[config.mk]
export PLATFORM = sky130hd
export DESIGN_NAME = synth_prog_loader
export DESIGN_NICKNAME = d
export VERILOG_FILES = /design/src/rtl/synth_prog_pkg.sv /design/src/rtl/sp_tick_gen.sv /design/src/rtl/sp_frame_asm.sv /design/src/rtl/sp_shift_engine.sv /design/src/rtl/synth_prog_loader.sv
export SDC_FILE = /design/constraint.sdc
export NUM_CORES = 1
export LEC_CHECK = 0
export BUFFER_PORTS_ARGS = -buffer_cell sky130_fd_sc_hd__buf_2
export CAP_MARGIN = 20
export CORE_MARGIN = 2
export CORE_UTILIZATION = 50
export CTS_BUF_LIST = sky130_fd_sc_hd__clkbuf_8
export CTS_CLUSTER_SIZE = 25
export DETAILED_ROUTE_END_ITERATION = 12
export PLACE_DENSITY = 0.72
export SYNTH_ARGS = -nofsm -noshare
export SYNTH_HDL_FRONTEND = slang
export SYNTH_HIERARCHICAL = 1
export SYNTH_SLANG_ARGS = --single-unit
[constraint.sdc]
create_clock -name clk -period 3.3 [get_ports clk]
set_clock_uncertainty 0.15 [all_clocks]
set_input_delay 0.99 -clock clk [delete_from_list [all_inputs] [get_ports clk]]
set_output_delay 0.99 -clock clk [all_outputs]
set_load 0.05 [all_outputs]
[src/rtl/synth_prog_pkg.sv]
package synth_prog_pkg;

    localparam int FRAME_W    = 21;
    localparam int CTRL_W     = 2;
    localparam int PAYLOAD_W  = FRAME_W - CTRL_W;
    localparam int REF_W      = 14;
    localparam int FN_W       = 12;
    localparam int Z_W        = 3;
    localparam int N_W        = 13;
    localparam int TOTAL_W    = N_W + Z_W;
    localparam int NUM_FRAMES = 3;
    localparam int BIT_CNT_W  = $clog2(FRAME_W);
    localparam int FIDX_W     = $clog2(NUM_FRAMES);

    localparam int REF_PAD = PAYLOAD_W - REF_W;
    localparam int FB_PAD  = PAYLOAD_W - TOTAL_W;
    localparam int FN_PAD  = PAYLOAD_W - FN_W;

    typedef logic [FRAME_W-1:0] frame_t;

    typedef enum logic [CTRL_W-1:0] {
        SEL_REF = 2'b00,
        SEL_FB  = 2'b01,
        SEL_FN  = 2'b10
    } reg_sel_e;

    typedef struct packed {
        logic [REF_W-1:0]   ref_div;
        logic [TOTAL_W-1:0] fb_total;
        logic [FN_W-1:0]    fn_bits;
    } synth_cfg_t;

    typedef struct packed {
        logic [N_W-1:0] n_part;
        logic [Z_W-1:0] z_part;
    } fb_split_t;

    typedef enum logic [2:0] {
        ST_IDLE,
        ST_BIT_LO,
        ST_BIT_HI,
        ST_LATCH_A,
        ST_LATCH_B,
        ST_FINISH
    } seq_state_e;

    // Divide-by-8 prescaler multiple and swallow remainder.
    function automatic fb_split_t split_ratio(input logic [TOTAL_W-1:0] total);
        fb_split_t s;
        s.n_part = total[TOTAL_W-1:Z_W];
        s.z_part = total[Z_W-1:0];
        return s;
    endfunction

    // Transmission order: function, reference, feedback.
    function automatic reg_sel_e slot_sel(input int idx);
        case (idx)
            0:       return SEL_FN;
            1:       return SEL_REF;
            default: return SEL_FB;
        endcase
    endfunction

    function automatic frame_t build_frame(input synth_cfg_t cfg, input reg_sel_e sel);
        fb_split_t sp;
        frame_t    f;
        sp = split_ratio(cfg.fb_total);
        case (sel)
            SEL_REF: f = {cfg.ref_div, {REF_PAD{1'b0}}, sel};
            SEL_FB:  f = {sp.n_part, sp.z_part, {FB_PAD{1'b0}}, sel};
            SEL_FN:  f = {cfg.fn_bits, {FN_PAD{1'b0}}, sel};
            default: f = '0;
        endcase
        return f;
    endfunction

endpackage

[src/rtl/sp_tick_gen.sv]
module sp_tick_gen #(
    parameter int HALF_DIV = 4
) (
    input  logic clk,
    input  logic rst,
    input  logic en,
    output logic tick
);
    localparam int CNT_W = (HALF_DIV > 1) ? $clog2(HALF_DIV) : 1;
    localparam logic [CNT_W-1:0] LAST = CNT_W'(HALF_DIV - 1);

    logic [CNT_W-1:0] cnt;

    always_ff @(posedge clk) begin
        if (rst || !en) begin
            cnt <= '0;
        end else if (cnt == LAST) begin
            cnt <= '0;
        end else begin
            cnt <= cnt + 1'b1;
        end
    end

    assign tick = en && (cnt == LAST);
endmodule

[src/rtl/sp_frame_asm.sv]
module sp_frame_asm
    import synth_prog_pkg::*;
(
    input  synth_cfg_t        cfg,
    input  logic [FIDX_W-1:0] frame_idx,
    output frame_t            frame
);
    frame_t slot [NUM_FRAMES];

    generate
        for (genvar g = 0; g < NUM_FRAMES; g++) begin : g_slot
            assign slot[g] = build_frame(cfg, slot_sel(g));
        end
    endgenerate

    always_comb begin
        if (int'(frame_idx) < NUM_FRAMES) begin
            frame = slot[frame_idx];
        end else begin
            frame = '0;
        end
    end
endmodule

[src/rtl/sp_shift_engine.sv]
module sp_shift_engine
    import synth_prog_pkg::*;
(
    input  logic              clk,
    input  logic              rst,
    input  logic              start,
    input  logic              tick,
    input  frame_t            cur_frame,
    output logic [FIDX_W-1:0] frame_idx,
    output logic              load,
    output logic              busy,
    output logic              done,
    output logic              ser_clk,
    output logic              ser_data,
    output logic              ser_le
);
    localparam logic [BIT_CNT_W-1:0] LAST_BIT = BIT_CNT_W'(FRAME_W - 1);
    localparam logic [FIDX_W-1:0]    LAST_FR  = FIDX_W'(NUM_FRAMES - 1);

    seq_state_e           state;
    logic [BIT_CNT_W-1:0] bit_cnt;
    logic [BIT_CNT_W-1:0] bit_pos;
    logic                 in_bits;

    assign load = (state == ST_IDLE) && start;

    always_ff @(posedge clk) begin
        if (rst) begin
            state     <= ST_IDLE;
            bit_cnt   <= '0;
            frame_idx <= '0;
        end else begin
            case (state)
                ST_IDLE: begin
                    if (start) begin
                        state     <= ST_BIT_LO;
                        bit_cnt   <= '0;
                        frame_idx <= '0;
                    end
                end
                ST_BIT_LO: begin
                    if (tick) state <= ST_BIT_HI;
                end
                ST_BIT_HI: begin
                    if (tick) begin
                        if (bit_cnt == LAST_BIT) begin
                            state <= ST_LATCH_A;
                        end else begin
                            bit_cnt <= bit_cnt + 1'b1;
                            state   <= ST_BIT_LO;
                        end
                    end
                end
                ST_LATCH_A: begin
                    if (tick) state <= ST_LATCH_B;
                end
                ST_LATCH_B: begin
                    if (tick) begin
                        if (frame_idx == LAST_FR) begin
                            state <= ST_FINISH;
                        end else begin
                            frame_idx <= frame_idx + 1'b1;
                            bit_cnt   <= '0;
                            state     <= ST_BIT_LO;
                        end
                    end
                end
                ST_FINISH: state <= ST_IDLE;
                default:   state <= ST_IDLE;
            endcase
        end
    end

    assign in_bits  = (state == ST_BIT_LO) || (state == ST_BIT_HI);
    assign bit_pos  = LAST_BIT - bit_cnt;
    assign ser_data = in_bits ? cur_frame[bit_pos] : 1'b0;
    assign ser_clk  = (state == ST_BIT_HI);
    assign ser_le   = (state == ST_LATCH_A) || (state == ST_LATCH_B);
    assign busy     = (state != ST_IDLE) && (state != ST_FINISH);
    assign done     = (state == ST_FINISH);
endmodule

[src/rtl/synth_prog_loader.sv]
module synth_prog_loader
    import synth_prog_pkg::*;
#(
    parameter int HALF_DIV = 4
) (
    input  logic               clk,
    input  logic               rst,
    input  logic               start,
    input  logic [REF_W-1:0]   ref_div,
    input  logic [TOTAL_W-1:0] fb_total,
    input  logic [FN_W-1:0]    fn_bits,
    output logic               busy,
    output logic               done,
    output logic               ser_clk,
    output logic               ser_data,
    output logic               ser_le
);
    synth_cfg_t        cfg_q;
    frame_t            cur_frame;
    logic [FIDX_W-1:0] frame_idx;
    logic              load;
    logic              tick;

    always_ff @(posedge clk) begin
        if (rst) begin
            cfg_q <= '0;
        end else if (load) begin
            cfg_q <= '{ref_div: ref_div, fb_total: fb_total, fn_bits: fn_bits};
        end
    end

    sp_tick_gen #(.HALF_DIV(HALF_DIV)) u_tick (
        .clk  (clk),
        .rst  (rst),
        .en   (busy),
        .tick (tick)
    );

    sp_frame_asm u_asm (
        .cfg       (cfg_q),
        .frame_idx (frame_idx),
        .frame     (cur_frame)
    );

    sp_shift_engine u_eng (
        .clk       (clk),
        .rst       (rst),
        .start     (start),
        .tick      (tick),
        .cur_frame (cur_frame),
        .frame_idx (frame_idx),
        .load      (load),
        .busy      (busy),
        .done      (done),
        .ser_clk   (ser_clk),
        .ser_data  (ser_data),
        .ser_le    (ser_le)
    );
endmodule

==> metrics.txt, run 1 <==
# TYPE chip_impl_metric gauge
chip_impl_metric{name="p_leak",unit="uW"} 0.001333
chip_impl_metric{name="clkTransAtPathRegs",unit="ns"} 0.10
chip_impl_metric{name="post-route-worst-setup-slack",unit="ns"} -0.07689
chip_impl_metric{name="globalRoute.totalOverflow",unit=""} 0
chip_impl_metric{name="synthesis.area_per_instance",unit="um^2"} 9.792
chip_impl_info{name="ctsRootBufferMaster",value="clkbuf_8"} 1
chip_impl_info{name="cp-start-kind",value="register"} 1
chip_impl_metric{name="post_synth_instance_area",unit="um^2"} 2869
chip_impl_metric{name="sequentialPowerShare",unit="%"} 55.9
chip_impl_metric{name="drt-initial-drc-count",unit=""} 148
chip_impl_info{name="tritoncts",value="yes"} 1
chip_impl_metric{name="power.switching",unit="uW"} 314.5
chip_impl_metric{name="required",unit="ns"} 2.16
chip_impl_metric{name="proportion_of_synthesized_chip_area_in_sequential_cells",unit="%"} 37.68
chip_impl_metric{name="maxCapViolCount",unit=""} 0
chip_impl_metric{name="grt_start_max_net_pins",unit=""} 43
chip_impl_metric{name="max-vdd-ir-drop",unit="mV"} 0.2934
chip_impl_info{name="cp-end-kind",value="output pin"} 1
chip_impl_metric{name="die_extent_in_y",unit="um"} 79.75
chip_impl_metric{name="yosys_register_bits",unit=""} 54
chip_impl_metric{name="timing.fmax",unit="MHz"} 296.1
chip_impl_metric{name="postCtsHoldBufs",unit=""} 0
chip_impl_metric{name="critPathMaxStageDelay",unit="ns"} 0.46
chip_impl_metric{name="synthDistinctLibCells",unit=""} 50
chip_impl_metric{name="timing.final.max_slew_violations",unit=""} 0
chip_impl_metric{name="int_pwr",unit="uW"} 952.9
chip_impl_metric{name="rows",unit=""} 27
chip_impl_metric{name="setup_viol_count_final",unit=""} 1
chip_impl_info{name="failed_checks",value="negative setup slack"} 1
chip_impl_info{name="crit_start",value="u_eng/frame_idx[0]$_SDFFE_PP0P_"} 1
chip_impl_metric{name="power_switching_share",unit="%"} 24.82
chip_impl_metric{name="drive_gt1_share",unit="%"} 27.11
chip_impl_metric{name="report.final.hold_viol_count",unit=""} 0
chip_impl_metric{name="timing.critical_path.arrival",unit="ns"} 2.24
chip_impl_metric{name="finish.cell_count_without_fillers",unit=""} 415
chip_impl_metric{name="detail_route.vias_per_cell",unit=""} 5.320
chip_impl_metric{name="max_slew_margin",unit="%"} 54.98
chip_impl_metric{name="totalNegativeSetupSlack",unit="ns"} -0.07689
chip_impl_metric{name="design.core.area",unit="um^2"} 5540
chip_impl_metric{name="ioPinCount",unit=""} 50
chip_impl_metric{name="period_minus_slack",unit="ns"} 3.377
chip_impl_info{name="outcome",value="complete, but fails checks"} 1
chip_impl_metric{name="die_area",unit="um^2"} 6360
chip_impl_metric{name="detailroute.via_count",unit=""} 2208
chip_impl_metric{name="post-dp-hpwl",unit="um"} 4163
chip_impl_metric{name="clk_latency",unit="ns"} 0.31
chip_impl_metric{name="count_of_synthesis_stage_warnings_from_yosys",unit=""} 6
chip_impl_metric{name="tightestPinTransition",unit="ns"} 0.6753
chip_impl_info{name="synth_flop_cell",value="dfxtp_1"} 1
chip_impl_metric{name="min_period_over_period",unit="%"} 102.3
chip_impl_info{name="worst_path_dominant_cell_family",value="multiplexers"} 1
chip_impl_metric{name="cts_sinks",unit=""} 54
chip_impl_metric{name="overall_routed_net_length",unit="um"} 5816
chip_impl_metric{name="grt.total_usage",unit="%"} 19.56
chip_impl_info{name="crit_path_cell_trace",value="buf_6, and2b_2, a22o_1, mux4_2, mux2i_1, nand2_1, nand3_2, a221oi_4, buf_6"} 1
chip_impl_metric{name="portion_of_total_power_attributed_to_combinational_logic",unit="%"} 11.9
chip_impl_info{name="critPathSlowestCell",value="mux4_2"} 1
chip_impl_info{name="hp-start",value="u_tick/cnt[0]$_SDFF_PP0_"} 1
chip_impl_metric{name="route.antenna.remaining_nets",unit=""} 0
chip_impl_info{name="setup_repair_after_global_routing_missed_its_margin",value="yes"} 1
chip_impl_metric{name="layout.core_utilization",unit="%"} 59.60
chip_impl_metric{name="timing.critical_path.buf_inv",unit=""} 2
chip_impl_metric{name="drt_pre_antenna_iters",unit=""} 4
chip_impl_metric{name="power.clock.fraction",unit="%"} 32.3
chip_impl_metric{name="finish.net_count",unit=""} 391
chip_impl_metric{name="port_buffers",unit=""} 49
chip_impl_metric{name="worstPathMaxFanout",unit=""} 5
chip_impl_metric{name="dp_cells",unit=""} 403
chip_impl_metric{name="chipWidth",unit="um"} 79.75
chip_impl_info{name="worst_path_most_repeated_cell",value="buf_6"} 1
chip_impl_metric{name="area_delta_synth_final",unit="%"} 15.09
chip_impl_metric{name="postSynthCellCount",unit=""} 293
chip_impl_metric{name="initial_antenna_violation_count",unit=""} 0
chip_impl_info{name="hold_path.class",value="reg -> reg"} 1
chip_impl_metric{name="cts_made_buffers",unit=""} 5
chip_impl_info{name="setup.worst_path.class",value="reg -> out"} 1
chip_impl_metric{name="drt-wirelength-per-cell",unit="um"} 14.01
chip_impl_metric{name="route.detailed.drc",unit=""} 0
chip_impl_metric{name="power.density",unit="nW/um^2"} 383.8
chip_impl_metric{name="number_of_buffers_on_the_longest_clock_path",unit=""} 2
chip_impl_metric{name="initial_utilization",unit="%"} 51.78
chip_impl_info{name="r2r_start",value="u_eng/state[0]$_SDFFE_PP0P_"} 1
chip_impl_metric{name="ys_async_sr_fraction",unit="%"} 0
chip_impl_metric{name="ctsHtreeMaxLevel",unit=""} 2
chip_impl_metric{name="insertedDiodeCount",unit=""} 0
chip_impl_metric{name="gp_routability_congestion",unit=""} 0.7980
chip_impl_metric{name="count_of_flip_flops_with_a_built_in_enable_after_synthesis",unit=""} 0
chip_impl_metric{name="first_pass_grt_wire_length",unit="um"} 9701
chip_impl_metric{name="number_of_global_route_vias_before_repair",unit=""} 2079
chip_impl_metric{name="hold_slack",unit="ns"} 0.3119
[final timing paths]
check / slack (ns) / endpoint / cells past startpoint
min reg2reg: 0.31 / u_tick/cnt[0]$_SDFF_PP0_ / 1
max reg2reg: 0.96 / u_eng/frame_idx[0]$_SDFFE_PP0P_ / 7
min: 0.31 / u_tick/cnt[0]$_SDFF_PP0_ / 1
max: -0.08 / ser_data / 9
[cell type report]
cell class | count | area, um^2
clock inverter | 1 | 8.758
tap | 72 | 90.09
multi-input combinational | 208 | 1600
clock buffer | 7 | 96.34
timing repair buffer | 65 | 387.9
fill | 495 | 2238
sequential | 54 | 1089
inverter | 8 | 30.03
[registers in the layout, summed over array words and instances (netlist names)]
signal           cells
u_eng/frame_idx      2
u_tick/cnt           2
u_eng/state          3
cfg_q               42
u_eng/bit_cnt        5
[cells by family (layout without fill, tap and decap cells)]
group           count (synthesis)  in the layout  share of synthesized area (%)
simple gates                   90             90                          15.92
fa+ha+maj                       4              4                          1.745
compound gates                 44             44                          10.90
xor+xnor                        5              5                          1.788
buf+inv                        33             81                          8.417
mux                            62             62                          23.42
flops                          54             54                          37.68
other cells                     1              3                         0.1307
[cell usage after synthesis, types with 2 or more instances]
master	number	area share (%)
nor2_1	52	6.8
inv_1	8	1.0
buf_6	3	1.2
nor3_1	4	0.70
buf_12	4	2.8
dfxtp_1	54	38
a211o_1	2	0.61
o2bb2ai_1	12	3.7
a21oi_1	13	2.3
o21ai_0	5	0.87
nand2_1	7	0.92
and2_1	4	0.87
nand2b_1	3	0.65
a22o_1	2	0.61
mux2i_1	57	20
buf_4	6	1.6
clkbuf_1	4	0.52
nand3_1	6	1.0
ha_1	4	1.7
buf_1	2	0.26
mux4_2	4	3.1
xnor2_1	3	0.92
buf_2	6	1.0
nor3b_1	2	0.52
[worst register-to-register path: cells and delay by family (launching register included)]
kind | cells | cell delay [ns]
DFF | 1 | 0.66
xor gates and xnor gates | 1 | 0.14
and+or+nand+nor | 4 | 0.85
AOI/OAI and AO/OA | 2 | 0.47
[layer usage]
layer	vias up	part of all wire (%)	global-route usage (%)
li1	1122	-	-
met3	8	3.8	3.733
met1	1030	49	27.02
met2	48	45	30.84
met4	0	1.6	6.271
met5	-	0	0
[timing repair]
action	CTS	global route
pin swaps	1	0
gates cloned	0	0
setup endpoints to repair	1	1
setup buffers	2	2
gates resized for setup	9	2
[power groups by stage]
stage / Clock (uW) / Combinational (uW) / Sequential [uW]
2_1_floorplan: 0 / 125 / 713
3_3_place_gp: 0 / 147 / 723
3_5_place_dp: 0 / 150 / 724
4_1_cts: 418 / 152 / 708
5_1_grt: 445 / 167 / 712
6_report: 409 / 151 / 708
[metrics by stage]
| stage | instance area [um^2] | total power, uW | setup WS, ns |
|---|---|---|---|
| 5_1_grt | 3302 | 1324 | -0.1684 |
| 6_report | 3302 | 1267 | -0.07689 |
| 2_1_floorplan | 2892 | 837.5 | 0.01841 |
| 4_1_cts | 3266 | 1278 | -0.09447 |
| 3_5_place_dp | 3123 | 874.1 | 0.07045 |
| 3_3_place_gp | 3123 | 869.7 | 0.1023 |
[cells in the final DEF (no fill, tap or decap), types with 2 or more instances in the layout]
| cell | Yosys | final |
|---|---|---|
| mux2i_1 | 57 | 57 |
| nor2_1 | 52 | 52 |
| dfxtp_1 | 54 | 50 |
| buf_2 | 6 | 48 |
| buf_4 | 6 | 14 |
| a21oi_1 | 13 | 13 |
| o2bb2ai_1 | 12 | 12 |
| inv_1 | 8 | 8 |
| clkbuf_8 | 0 | 7 |
| nand2_1 | 7 | 7 |
| nand3_1 | 6 | 5 |
| o21ai_0 | 5 | 5 |
| and2_1 | 4 | 4 |
| mux4_2 | 4 | 4 |
| conb_1 | 1 | 3 |
| nor3_1 | 4 | 3 |
| nand2b_1 | 3 | 3 |
| xnor2_1 | 3 | 3 |
| ha_1 | 4 | 3 |
| dfxtp_2 | 0 | 3 |
| buf_6 | 3 | 2 |
| a22o_1 | 2 | 2 |
| nor3b_1 | 2 | 2 |
| a211o_1 | 2 | 2 |
Power figures use the tool's default switching activity.
==> run 2: changes to the inputs <==
Settings changed: BUFFER_PORTS_ARGS -buffer_cell sky130_fd_sc_hd__buf_2 to -buffer_cell sky130_fd_sc_hd__clkbuf_2, SKIP_CTS_REPAIR_TIMING from default to 1.
==> run 2 against run 1 <==
Net effect:
- the run still ends with negative setup slack left
- sequential power about the same
- die area stayed put
- sequential share of layout area is essentially flat
- wire length up 1.2%
- combinational power hardly changed
==> metrics.txt, run 2 (synthesis gave the netlist of run 1 again) <==
# TYPE chip_impl_metric gauge
chip_impl_info{name="outcome",value="complete, but fails checks"} 1
chip_impl_info{name="failed_checks",value="negative setup slack"} 1
chip_impl_metric{name="globalRoute.totalOverflow",unit=""} 0
chip_impl_metric{name="timing.final.max_slew_violations",unit=""} 0
chip_impl_metric{name="first_pass_grt_wire_length",unit="um"} 9901
chip_impl_metric{name="portion_of_total_power_attributed_to_combinational_logic",unit="%"} 12.2
chip_impl_metric{name="power_switching_share",unit="%"} 24.52
chip_impl_metric{name="die_extent_in_y",unit="um"} 79.75
chip_impl_metric{name="drt-wirelength-per-cell",unit="um"} 14.25
chip_impl_metric{name="cts_sinks",unit=""} 54
chip_impl_metric{name="power.switching",unit="uW"} 309.9
chip_impl_metric{name="overall_routed_net_length",unit="um"} 5885
chip_impl_metric{name="ctsHtreeMaxLevel",unit=""} 2
chip_impl_metric{name="report.final.hold_viol_count",unit=""} 0
chip_impl_metric{name="post-dp-hpwl",unit="um"} 4241
chip_impl_metric{name="number_of_buffers_on_the_longest_clock_path",unit=""} 2
chip_impl_metric{name="hold_slack",unit="ns"} 0.3010
chip_impl_metric{name="grt.total_usage",unit="%"} 19.68
chip_impl_metric{name="die_area",unit="um^2"} 6360
chip_impl_metric{name="route.antenna.remaining_nets",unit=""} 0
chip_impl_metric{name="clk_latency",unit="ns"} 0.30
chip_impl_metric{name="drt-initial-drc-count",unit=""} 76
chip_impl_metric{name="insertedDiodeCount",unit=""} 0
chip_impl_metric{name="post-route-worst-setup-slack",unit="ns"} -0.06976
chip_impl_metric{name="rows",unit=""} 27
chip_impl_metric{name="max_ffs_per_register",unit=""} 42
chip_impl_metric{name="post_dp_cell_area",unit="um^2"} 3136
chip_impl_metric{name="grt_start_max_net_pins",unit=""} 43
chip_impl_metric{name="route.detailed.drc",unit=""} 0
chip_impl_metric{name="setup_viol_count_final",unit=""} 1
chip_impl_info{name="setup.worst_path.class",value="reg -> out"} 1
chip_impl_metric{name="period_minus_slack",unit="ns"} 3.370
chip_impl_metric{name="ioPinCount",unit=""} 50
chip_impl_metric{name="p_leak",unit="uW"} 0.001330
chip_impl_metric{name="number_of_global_route_vias_before_repair",unit=""} 2074
chip_impl_info{name="setup_repair_after_global_routing_missed_its_margin",value="yes"} 1
chip_impl_info{name="cp-end-kind",value="output pin"} 1
chip_impl_metric{name="sequentialPowerShare",unit="%"} 55.8
chip_impl_metric{name="post-route-cell-area",unit="um^2"} 3293
chip_impl_metric{name="port_buffers",unit=""} 49
chip_impl_info{name="ctsRootBufferMaster",value="clkbuf_8"} 1
chip_impl_info{name="hold_path.class",value="reg -> reg"} 1
chip_impl_info{name="mostFrequentLayoutCell",value="mux2i_1"} 1
chip_impl_metric{name="detail_route.vias_per_cell",unit=""} 5.213
chip_impl_metric{name="power.density",unit="nW/um^2"} 383.9
chip_impl_metric{name="maxCapViolCount",unit=""} 0
chip_impl_metric{name="clkTransAtPathRegs",unit="ns"} 0.10
chip_impl_info{name="tritoncts",value="yes"} 1
chip_impl_metric{name="max_slew_margin",unit="%"} 44.82
chip_impl_metric{name="design.core.area",unit="um^2"} 5540
chip_impl_metric{name="cts_made_buffers",unit=""} 5
chip_impl_metric{name="area_delta_synth_final",unit="%"} 14.78
chip_impl_metric{name="min_period_over_period",unit="%"} 102.1
chip_impl_metric{name="worstPathMaxFanout",unit=""} 5
chip_impl_metric{name="int_pwr",unit="uW"} 954.2
chip_impl_metric{name="finish.net_count",unit=""} 389
chip_impl_metric{name="timing.fmax",unit="MHz"} 296.8
chip_impl_metric{name="detailroute.via_count",unit=""} 2153
chip_impl_info{name="layout.cells.most_common_list",value="57 x mux2i_1, 52 x nor2_1, 51 x dfxtp_1"} 1
chip_impl_info{name="cp-start-kind",value="register"} 1
chip_impl_metric{name="initial_antenna_violation_count",unit=""} 0
chip_impl_metric{name="drive_gt1_share",unit="%"} 26.39
chip_impl_info{name="max_flop_register",value="cfg_q"} 1
chip_impl_metric{name="gp_routability_congestion",unit=""} 0.8122
chip_impl_metric{name="drt_pre_antenna_iters",unit=""} 4
chip_impl_metric{name="timing.critical_path.arrival",unit="ns"} 2.23
chip_impl_metric{name="required",unit="ns"} 2.16
chip_impl_metric{name="max-vdd-ir-drop",unit="mV"} 0.2517
chip_impl_metric{name="chipWidth",unit="um"} 79.75
chip_impl_metric{name="tightestPinTransition",unit="ns"} 0.8277
chip_impl_info{name="top_regs",value="cfg_q: 42 flops, u_eng/bit_cnt: 5 flops, u_eng/state: 3 flops"} 1
chip_impl_metric{name="initial_utilization",unit="%"} 51.78
chip_impl_metric{name="power.clock.fraction",unit="%"} 32.0
-- run 2: power by group through the flow --
stage	clock network [uW]	registers [uW]	logic [uW]
2_1_floorplan	0	713	125
3_3_place_gp	0	722	150
3_5_place_dp	0	721	154
4_1_cts	418	707	155
5_1_grt	437	709	172
6_report	404	706	154
-- run 2: worst max-delay path, cell delays in order, from the launching register on --
cell and delay [ns]:
dfxtp_4 0.37, buf_6 0.12, and2b_2 0.22, a22o_1 0.23, mux4_2 0.45, mux2i_1 0.15, nand2_1 0.08, nand3_2 0.10
a221oi_4 0.04, buf_6 0.17
-- run 2: final timing paths --
path	start	to	slack, ns	cells past startpoint
worst max-delay path	u_eng/frame_idx[1]$_SDFFE_PP0P_	ser_data	-0.07	9
worst min-delay path	u_tick/cnt[0]$_SDFF_PP0_	u_tick/cnt[0]$_SDFF_PP0_	0.30	1
worst min register to register	u_tick/cnt[0]$_SDFF_PP0_	u_tick/cnt[0]$_SDFF_PP0_	0.30	1
worst max register to register	u_eng/state[0]$_SDFFE_PP0P_	u_eng/frame_idx[0]$_SDFFE_PP0P_	1.05	8
-- run 2: layout make-up --
cell class / count / area, um^2
clock inverter: 1 / 8.758
multi-input combinational: 208 / 1579
clock buffer: 7 / 96.34
fill: 489 / 2247
inverter: 8 / 30.03
timing repair buffer: 63 / 401.6
sequential: 54 / 1087
tap: 72 / 90.09
-- run 2: metrics by stage --
stage	TNS [ns]	total power, uW	util (%)	setup WS [ns]	std cells
4_1_cts	-0.2420	1280	58.49	-0.2420	411
6_report	-0.06976	1264	59.44	-0.06976	413
3_5_place_dp	0	875.5	56.59	0.1013	403
5_1_grt	-0.1657	1319	59.44	-0.1657	413
3_3_place_gp	0	872.0	56.59	0.1450	403
2_1_floorplan	0	837.5	-	0.01841	295
-- run 2: layer usage --
metal	global-route usage [%]	routed length (um)
met5	0	0
met4	5.763	69
met3	3.733	238
met2	29.33	2633
met1	28.87	2943
